===== src/rtl/spi_regport_pkg.sv =====
// Package: shared operation encoding for the SPI register port.
// Assumes: address and data words have the same width.
package spi_regport_pkg;

    // Operation selected by the most significant bit of the address word.
    typedef enum logic {
        OP_WRITE = 1'b0,
        OP_READ  = 1'b1
    } spi_op_e;

endpackage


===== src/rtl/spi_regport_sync.sv =====
// Module: multi-flop synchroniser for one asynchronous input.
// Assumes: STAGES >= 2; the input is a level that changes slowly relative to clk.
module spi_regport_sync #(
    parameter int   STAGES  = 2,
    parameter logic RST_VAL = 1'b0
) (
    input  logic clk,
    input  logic rst_n,
    input  logic async_i,
    output logic level_o
);

    logic [STAGES-1:0] chain_q;

    generate
        for (genvar g = 0; g < STAGES; g++) begin : g_stage
            if (g == 0) begin : g_first
                // Sample the raw asynchronous pin.
                always_ff @(posedge clk) begin
                    if (!rst_n) chain_q[g] <= RST_VAL;
                    else        chain_q[g] <= async_i;
                end
            end else begin : g_next
                // Pass the sample down the chain.
                always_ff @(posedge clk) begin
                    if (!rst_n) chain_q[g] <= RST_VAL;
                    else        chain_q[g] <= chain_q[g-1];
                end
            end
        end
    endgenerate

    assign level_o = chain_q[STAGES-1];

endmodule


===== src/rtl/spi_regport_edge.sv =====
// Module: rise/fall detector on an already synchronised level.
// Assumes: the level is synchronous to clk.
module spi_regport_edge #(
    parameter logic RST_VAL = 1'b0
) (
    input  logic clk,
    input  logic rst_n,
    input  logic level_i,
    output logic rise_o,
    output logic fall_o
);

    logic prev_q;

    // Remember the level from the previous system clock.
    always_ff @(posedge clk) begin
        if (!rst_n) prev_q <= RST_VAL;
        else        prev_q <= level_i;
    end

    assign rise_o =  level_i & ~prev_q;
    assign fall_o = ~level_i &  prev_q;

endmodule


===== src/rtl/spi_regport_regfile.sv =====
// Module: register file of REG_CNT words, one write port, one combinational read port.
// Assumes: REG_CNT is a power of two so every index is in range.
module spi_regport_regfile #(
    parameter int WORD_W  = 16,
    parameter int REG_CNT = 16,
    localparam int IDX_W  = $clog2(REG_CNT)
) (
    input  logic              clk,
    input  logic              rst_n,
    input  logic              wr_en_i,
    input  logic [IDX_W-1:0]  wr_idx_i,
    input  logic [WORD_W-1:0] wr_data_i,
    input  logic [IDX_W-1:0]  rd_idx_i,
    output logic [WORD_W-1:0] rd_data_o
);

    logic [WORD_W-1:0] mem_q [REG_CNT];

    generate
        for (genvar g = 0; g < REG_CNT; g++) begin : g_reg
            // Hold one register; load it when its index is written.
            always_ff @(posedge clk) begin
                if (!rst_n)
                    mem_q[g] <= '0;
                else if (wr_en_i && (wr_idx_i == IDX_W'(g)))
                    mem_q[g] <= wr_data_i;
            end
        end
    endgenerate

    assign rd_data_o = mem_q[rd_idx_i];


    write_lands_chk: assert property (@(posedge clk) disable iff (!rst_n)
        wr_en_i |=> (mem_q[$past(wr_idx_i)] == $past(wr_data_i)));

endmodule


===== src/rtl/spi_regport_frame.sv =====
// Module: frame engine; counts bits, assembles the address and data words,
// decodes read/write, drives the outgoing shift register and issues writes.
// Assumes: inputs are synchronised; sclk edges are at least two clk apart.
module spi_regport_frame
    import spi_regport_pkg::*;
#(
    parameter int WORD_W = 16,
    parameter int IDX_W  = 4
) (
    input  logic              clk,
    input  logic              rst_n,
    input  logic              csn_i,
    input  logic              cs_fall_i,
    input  logic              cs_rise_i,
    input  logic              sclk_rise_i,
    input  logic              sclk_fall_i,
    input  logic              mosi_i,
    input  logic [WORD_W-1:0] rd_data_i,
    output logic [IDX_W-1:0]  rd_idx_o,
    output logic              wr_en_o,
    output logic [IDX_W-1:0]  wr_idx_o,
    output logic [WORD_W-1:0] wr_data_o,
    output logic              miso_bit_o,
    output logic              miso_oe_o
);

    localparam int FRAME_BITS = 2 * WORD_W;
    localparam int CNT_MAX    = FRAME_BITS + 1;
    localparam int CNT_W      = $clog2(CNT_MAX + 1);

    logic [CNT_W-1:0]  bit_cnt_q;
    logic [WORD_W-1:0] rx_q;
    logic [WORD_W-1:0] tx_q;
    logic [IDX_W-1:0]  idx_q;
    spi_op_e           op_q;
    logic              rd_active_q;
    logic              hold_first_q;

    logic              capture;
    logic              launch;
    logic              word_done;
    logic [WORD_W-1:0] rx_next;

    // Qualify serial-clock edges with chip select.
    always_comb begin
        capture   = !csn_i && sclk_fall_i;
        launch    = !csn_i && sclk_rise_i;
        rx_next   = {rx_q[WORD_W-2:0], mosi_i};
        word_done = capture && (bit_cnt_q == CNT_W'(WORD_W - 1));
    end

    // Shift, count and decode the frame; shift read data out on rising edges.
    always_ff @(posedge clk) begin
        if (!rst_n || cs_fall_i) begin
            bit_cnt_q    <= '0;
            rx_q         <= '0;
            tx_q         <= '0;
            idx_q        <= '0;
            op_q         <= OP_WRITE;
            rd_active_q  <= 1'b0;
            hold_first_q <= 1'b0;
        end else begin
            if (capture) begin
                rx_q <= rx_next;
                if (bit_cnt_q != CNT_W'(CNT_MAX))
                    bit_cnt_q <= bit_cnt_q + 1'b1;
            end
            if (word_done) begin
                idx_q <= rx_next[IDX_W-1:0];
                op_q  <= spi_op_e'(rx_next[WORD_W-1]);
                if (rx_next[WORD_W-1]) begin
                    tx_q         <= rd_data_i;
                    rd_active_q  <= 1'b1;
                    hold_first_q <= 1'b1;
                end
            end else if (launch && rd_active_q) begin
                if (hold_first_q) hold_first_q <= 1'b0;
                else              tx_q <= {tx_q[WORD_W-2:0], 1'b0};
            end
        end
    end

    // Commit a write only for an exact-length write frame.
    always_comb begin
        rd_idx_o   = rx_next[IDX_W-1:0];
        wr_en_o    = cs_rise_i && (bit_cnt_q == CNT_W'(FRAME_BITS)) && (op_q == OP_WRITE);
        wr_idx_o   = idx_q;
        wr_data_o  = rx_q;
        miso_bit_o = rd_active_q & tx_q[WORD_W-1];
        miso_oe_o  = !csn_i;
    end


    odd_length_no_write_chk: assert property (@(posedge clk) disable iff (!rst_n)
        (cs_rise_i && (bit_cnt_q != CNT_W'(FRAME_BITS))) |-> !wr_en_o);


    addr_phase_quiet_chk: assert property (@(posedge clk) disable iff (!rst_n)
        (bit_cnt_q < CNT_W'(WORD_W)) |-> !miso_bit_o);


    read_load_point_chk: assert property (@(posedge clk) disable iff (!rst_n)
        $rose(rd_active_q) |-> (bit_cnt_q == CNT_W'(WORD_W)));


    tx_moves_on_rise_chk: assert property (@(posedge clk) disable iff (!rst_n)
        (rd_active_q && !launch && !cs_fall_i) |=> $stable(tx_q));


    rx_moves_on_fall_chk: assert property (@(posedge clk) disable iff (!rst_n)
        (!capture && !cs_fall_i) |=> $stable(rx_q));

endmodule


===== src/rtl/spi_regport.sv =====
// Module: top of the SPI register port; synchronises the pins, finds edges,
// runs the frame engine and holds the register file.
// Assumes: clk is at least four times the serial clock; clock mode with idle
// low and capture on the falling edge.
module spi_regport #(
    parameter int WORD_W      = 16,
    parameter int REG_CNT     = 16,
    parameter int SYNC_STAGES = 2
) (
    input  logic clk,
    input  logic rst_n,
    input  logic sclk_i,
    input  logic csn_i,
    input  logic mosi_i,
    output logic miso_o,
    output logic miso_oe_o
);

    localparam int IDX_W = $clog2(REG_CNT);

    logic              sclk_s, csn_s, mosi_s;
    logic              sclk_rise, sclk_fall, cs_rise, cs_fall;
    logic [IDX_W-1:0]  rd_idx, wr_idx;
    logic [WORD_W-1:0] rd_data, wr_data;
    logic              wr_en, miso_bit, oe;

    spi_regport_sync #(.STAGES(SYNC_STAGES), .RST_VAL(1'b0)) u_sync_sclk (
        .clk(clk), .rst_n(rst_n), .async_i(sclk_i), .level_o(sclk_s));
    spi_regport_sync #(.STAGES(SYNC_STAGES), .RST_VAL(1'b1)) u_sync_csn (
        .clk(clk), .rst_n(rst_n), .async_i(csn_i), .level_o(csn_s));
    spi_regport_sync #(.STAGES(SYNC_STAGES), .RST_VAL(1'b0)) u_sync_mosi (
        .clk(clk), .rst_n(rst_n), .async_i(mosi_i), .level_o(mosi_s));

    spi_regport_edge #(.RST_VAL(1'b0)) u_edge_sclk (
        .clk(clk), .rst_n(rst_n), .level_i(sclk_s), .rise_o(sclk_rise), .fall_o(sclk_fall));
    spi_regport_edge #(.RST_VAL(1'b1)) u_edge_csn (
        .clk(clk), .rst_n(rst_n), .level_i(csn_s), .rise_o(cs_rise), .fall_o(cs_fall));

    spi_regport_frame #(.WORD_W(WORD_W), .IDX_W(IDX_W)) u_frame (
        .clk(clk), .rst_n(rst_n), .csn_i(csn_s), .cs_fall_i(cs_fall), .cs_rise_i(cs_rise),
        .sclk_rise_i(sclk_rise), .sclk_fall_i(sclk_fall), .mosi_i(mosi_s),
        .rd_data_i(rd_data), .rd_idx_o(rd_idx), .wr_en_o(wr_en), .wr_idx_o(wr_idx),
        .wr_data_o(wr_data), .miso_bit_o(miso_bit), .miso_oe_o(oe));

    spi_regport_regfile #(.WORD_W(WORD_W), .REG_CNT(REG_CNT)) u_regs (
        .clk(clk), .rst_n(rst_n), .wr_en_i(wr_en), .wr_idx_i(wr_idx), .wr_data_i(wr_data),
        .rd_idx_i(rd_idx), .rd_data_o(rd_data));

    // Gate the serial output with its enable.
    always_comb begin
        miso_oe_o = oe;
        miso_o    = oe & miso_bit;
    end


    release_on_deselect_chk: assert property (@(posedge clk) disable iff (!rst_n)
        cs_rise |=> !miso_oe_o);


    quiet_when_disabled_chk: assert property (@(posedge clk) disable iff (!rst_n)
        csn_s |-> !miso_o);

endmodule


===== config.mk =====
export PLATFORM = sky130hd
export DESIGN_NAME = spi_regport
export DESIGN_NICKNAME = d
export VERILOG_FILES = /design/src/rtl/spi_regport_pkg.sv /design/src/rtl/spi_regport_sync.sv /design/src/rtl/spi_regport_edge.sv /design/src/rtl/spi_regport_regfile.sv /design/src/rtl/spi_regport_frame.sv /design/src/rtl/spi_regport.sv
export SDC_FILE = /design/constraint.sdc
export NUM_CORES = 1
export LEC_CHECK = 0
export BUFFER_PORTS_ARGS = -buffer_cell sky130_fd_sc_hd__buf_2
export CAP_MARGIN = 10
export CORE_MARGIN = 5
export CORE_UTILIZATION = 60
export CTS_BUF_LIST = sky130_fd_sc_hd__clkbuf_2
export CTS_CLUSTER_SIZE = 14
export DETAILED_ROUTE_END_ITERATION = 16
export GPL_TIMING_DRIVEN = 1
export PLACE_DENSITY = 0.86
export SLEW_MARGIN = 20
export SYNTH_ARGS = -nofsm -noshare
export SYNTH_HDL_FRONTEND = slang
export SYNTH_HIERARCHICAL = 1
export SYNTH_SLANG_ARGS = --single-unit
export TNS_END_PERCENT = 10

===== constraint.sdc =====
create_clock -name clk -period 9.5 [get_ports clk]
set_input_delay 0 -clock clk [delete_from_list [all_inputs] [get_ports clk]]
set_output_delay 0 -clock clk [all_outputs]
set_load 0.1 [all_outputs]

==> impl_metrics.ini <==
[worst_setup_path]
path_class = register to register
cp_max_fo = 16
cp-start-kind = register
cp_slowest_cell = nor2_1
cp_slowest_stage_delay_ns = 0.97
required_ns = 10.17
worstPathCellList = or4b_2, nor3_1, nand4_1, nor2_1, and2_1
critPathCaptureType = register
crit_arrival_ns = 4.22

[synth]
synth_edf_count = 256
synthFlopType = edfxtp_1
synth_largest_area_cell = edfxtp_1
synth.yosys.seq_area_share_pct = 63.1
synth_area_um2 = 13900
async_reset_ff_share_pct = 0
synth_cell_type_count = 41
syn_area_per_cell_um2 = 14.4
synth-warning-count = 6
synthCells = 966
synth.top_cell.area_share_pct = 55.4
ys_ff_latch = 309
synthTopCellsByArea = edfxtp_1, and2_1, dfxtp_1, mux4_2, mux4_1
syn_nets = 974

[hold_path]
holdCritPathClass = input port to register

[routing]
via_count = 8298
totalWireLength_um = 31500
wl_met3_um = 2690
wl_met1_um = 11700
first_pass_iters = 5
antenna_left = 0
drt_iter0_drc = 734
wl_met2_um = 15900
routed_via_density = 6.15
drc_errors = 0
top_layer = met4
wl_per_cell_um = 23.4

[die]
die_x_um = 162
num_rows = 55
die_area_um2 = 26300
initial_utilization_pct = 61.1
die_h_um = 162
coreArea_um2 = 22700
ios = 7

[grt]
grt_max_degree = 84
grt_pass1_vias = 8609
antenna_found_initial = 2
overflow = 0
grt_util_all_layers_pct = 24.6
grt_pass1_wl_um = 48400

[timing]
hold_violations = 0
maxSlewViolCount = 0
relSlewSlack_pct = 21.0
rsz0062_at_grt = false
timing.final.crit_share_pct = 37.4
setup_tns_ns = 0
fmax_mhz = 281
final-setup-viol-count = 0
fin_skew_ns = 0.0610
period_minus_slack_ns = 3.56
worst_slack_ns = 5.94
tightestPinTransition_ns = 1.18

[clock_tree]
cts.clk_slew.worst_paths_ns = 0.10
tritoncts = built
hold_buffers = 10
clockBufferDepth = 3
post_cts_buffers = 0
cts_max_level = 3
clk_latency_ns = 0.84
cts_inserted_buffers = 77
root_buffer = clkbuf_2
cts_resized = 0
numClockSinks = 309

[place]
placed_area_um2 = 14000
pre_cts_ws_ns = 6.04
hpwl_um = 18000
place_congestion = 0.894
dp.cells = 1200
portBuffers = 6

[cells_and_area]
layout.nets = 1012
multi_input_area_um2 = 4750
most-common-layout-cells = and2_1, edfxtp_1, clkbuf_2, nand2_1, dfxtp_1
drive_above_1_share_pct = 20.3
layout_commonest_cell = and2_1
fillCellCount = 1587
seqCellArea_um2 = 8750
fin_area_um2 = 14900
syn_to_final_growth_pct = 7.17
fin_util_pct = 65.5
finalNonFillerCells = 1350

[power]
ir_drop_v = 0.0000815
power.leakage_nw = 5.40
p_per_area_nw_per_um2 = 167

[run_status]
outcome = finished, final reports clean

[run]
maxCapViolations = 0
worst max-delay path, delay by kind of cell, from the launching register on:
kind             cells  cell delay (ns)
DFF                  1             0.40
and+or+nand+nor      5             3.00
cells in the mapped netlist (2+ instances only):
master	number
nor2b_1	7
buf_4	8
buf_2	2
inv_1	5
nand2b_1	8
xnor2_1	2
nor2_1	24
nand3b_1	18
or2_1	2
nand4b_1	2
a22oi_1	32
ha_1	3
nand2_1	55
o21ai_0	19
or3_1	17
mux4_1	24
mux4_2	40
and2_1	264
buf_6	8
dfxtp_1	53
nand4_1	2
buf_1	3
o2111a_1	15
a21oi_1	22
mux2i_1	5
edfxtp_1	256
clkbuf_1	56
kinds of logic after synthesis:
family,count (synthesis),synth area share [%]
xor gates and xnor gates,2,0.126
muxes,69,11.4
and+or+nand+nor,409,17.5
AOI/OAI and AO/OA,92,4.71
adders and majority gates,3,0.271
buffers and inverters,82,2.89
DFF,309,63.1
final timing paths:
kind | start | to | slack [ns] | cells after the start
setup / recovery | u_frame/bit_cnt_q[4]$_SDFFE_PP0P_ | u_regs/mem_q[10][12]$_SDFFCE_PN0P_ | 5.94 | 5
hold / removal | rst_n | u_sync_csn/level_o$_SDFF_PN1_ | 0.16 | 3
setup reg to reg | u_frame/bit_cnt_q[4]$_SDFFE_PP0P_ | u_regs/mem_q[10][12]$_SDFFCE_PN0P_ | 5.94 | 5
hold reg to reg | u_sync_csn/chain_q[0]$_SDFF_PN1_ | u_sync_csn/level_o$_SDFF_PN1_ | 0.44 | 1
area by class of cell:
class	count	share of cell area [%]
flip-flops and latches	309	58.9
multi-input cells	575	32.0
clock buffers	123	4.14
well taps	285	2.40
repair buffers	36	1.89
clock inverters	13	0.513
inverters	5	0.126
diodes	4	0.0673
report_power, final:
part	internal, mW	total, mW	leakage, nW	switching (mW)
registers	1.50	1.51	3.07	0.0129
logic	0.0367	0.0923	1.78	0.0556
clock network	0.364	0.873	0.554	0.509
total	1.90	2.48	5.40	0.578
sequential cells by signal, indices dropped and copies added (netlist names), 4 cells and up:
signal,count
u_frame/bit_cnt_q,6
u_frame/tx_q,16
u_frame/wr_data_o,16
u_frame/wr_idx_o,4
u_regs/mem_q,256
through the flow:
step	hold WS [ns]	total power, mW
after floorplan	0.0730	1.60
after global placement	0.186	1.62
after detailed placement	0.183	1.63
after CTS	0.0840	2.49
after global routing	0.132	2.58
final	0.161	2.48
metal layers:
| metal | GRT usage, % | vias up |
|---|---|---|
| li1 | - | 3678 |
| met1 | 30.6 | 4131 |
| met2 | 41.0 | 402 |
| met3 | 6.60 | 87 |
| met4 | 10.9 | 0 |
| met5 | 0 | - |
No activity file was read; power rests on OpenSTA's default activity.
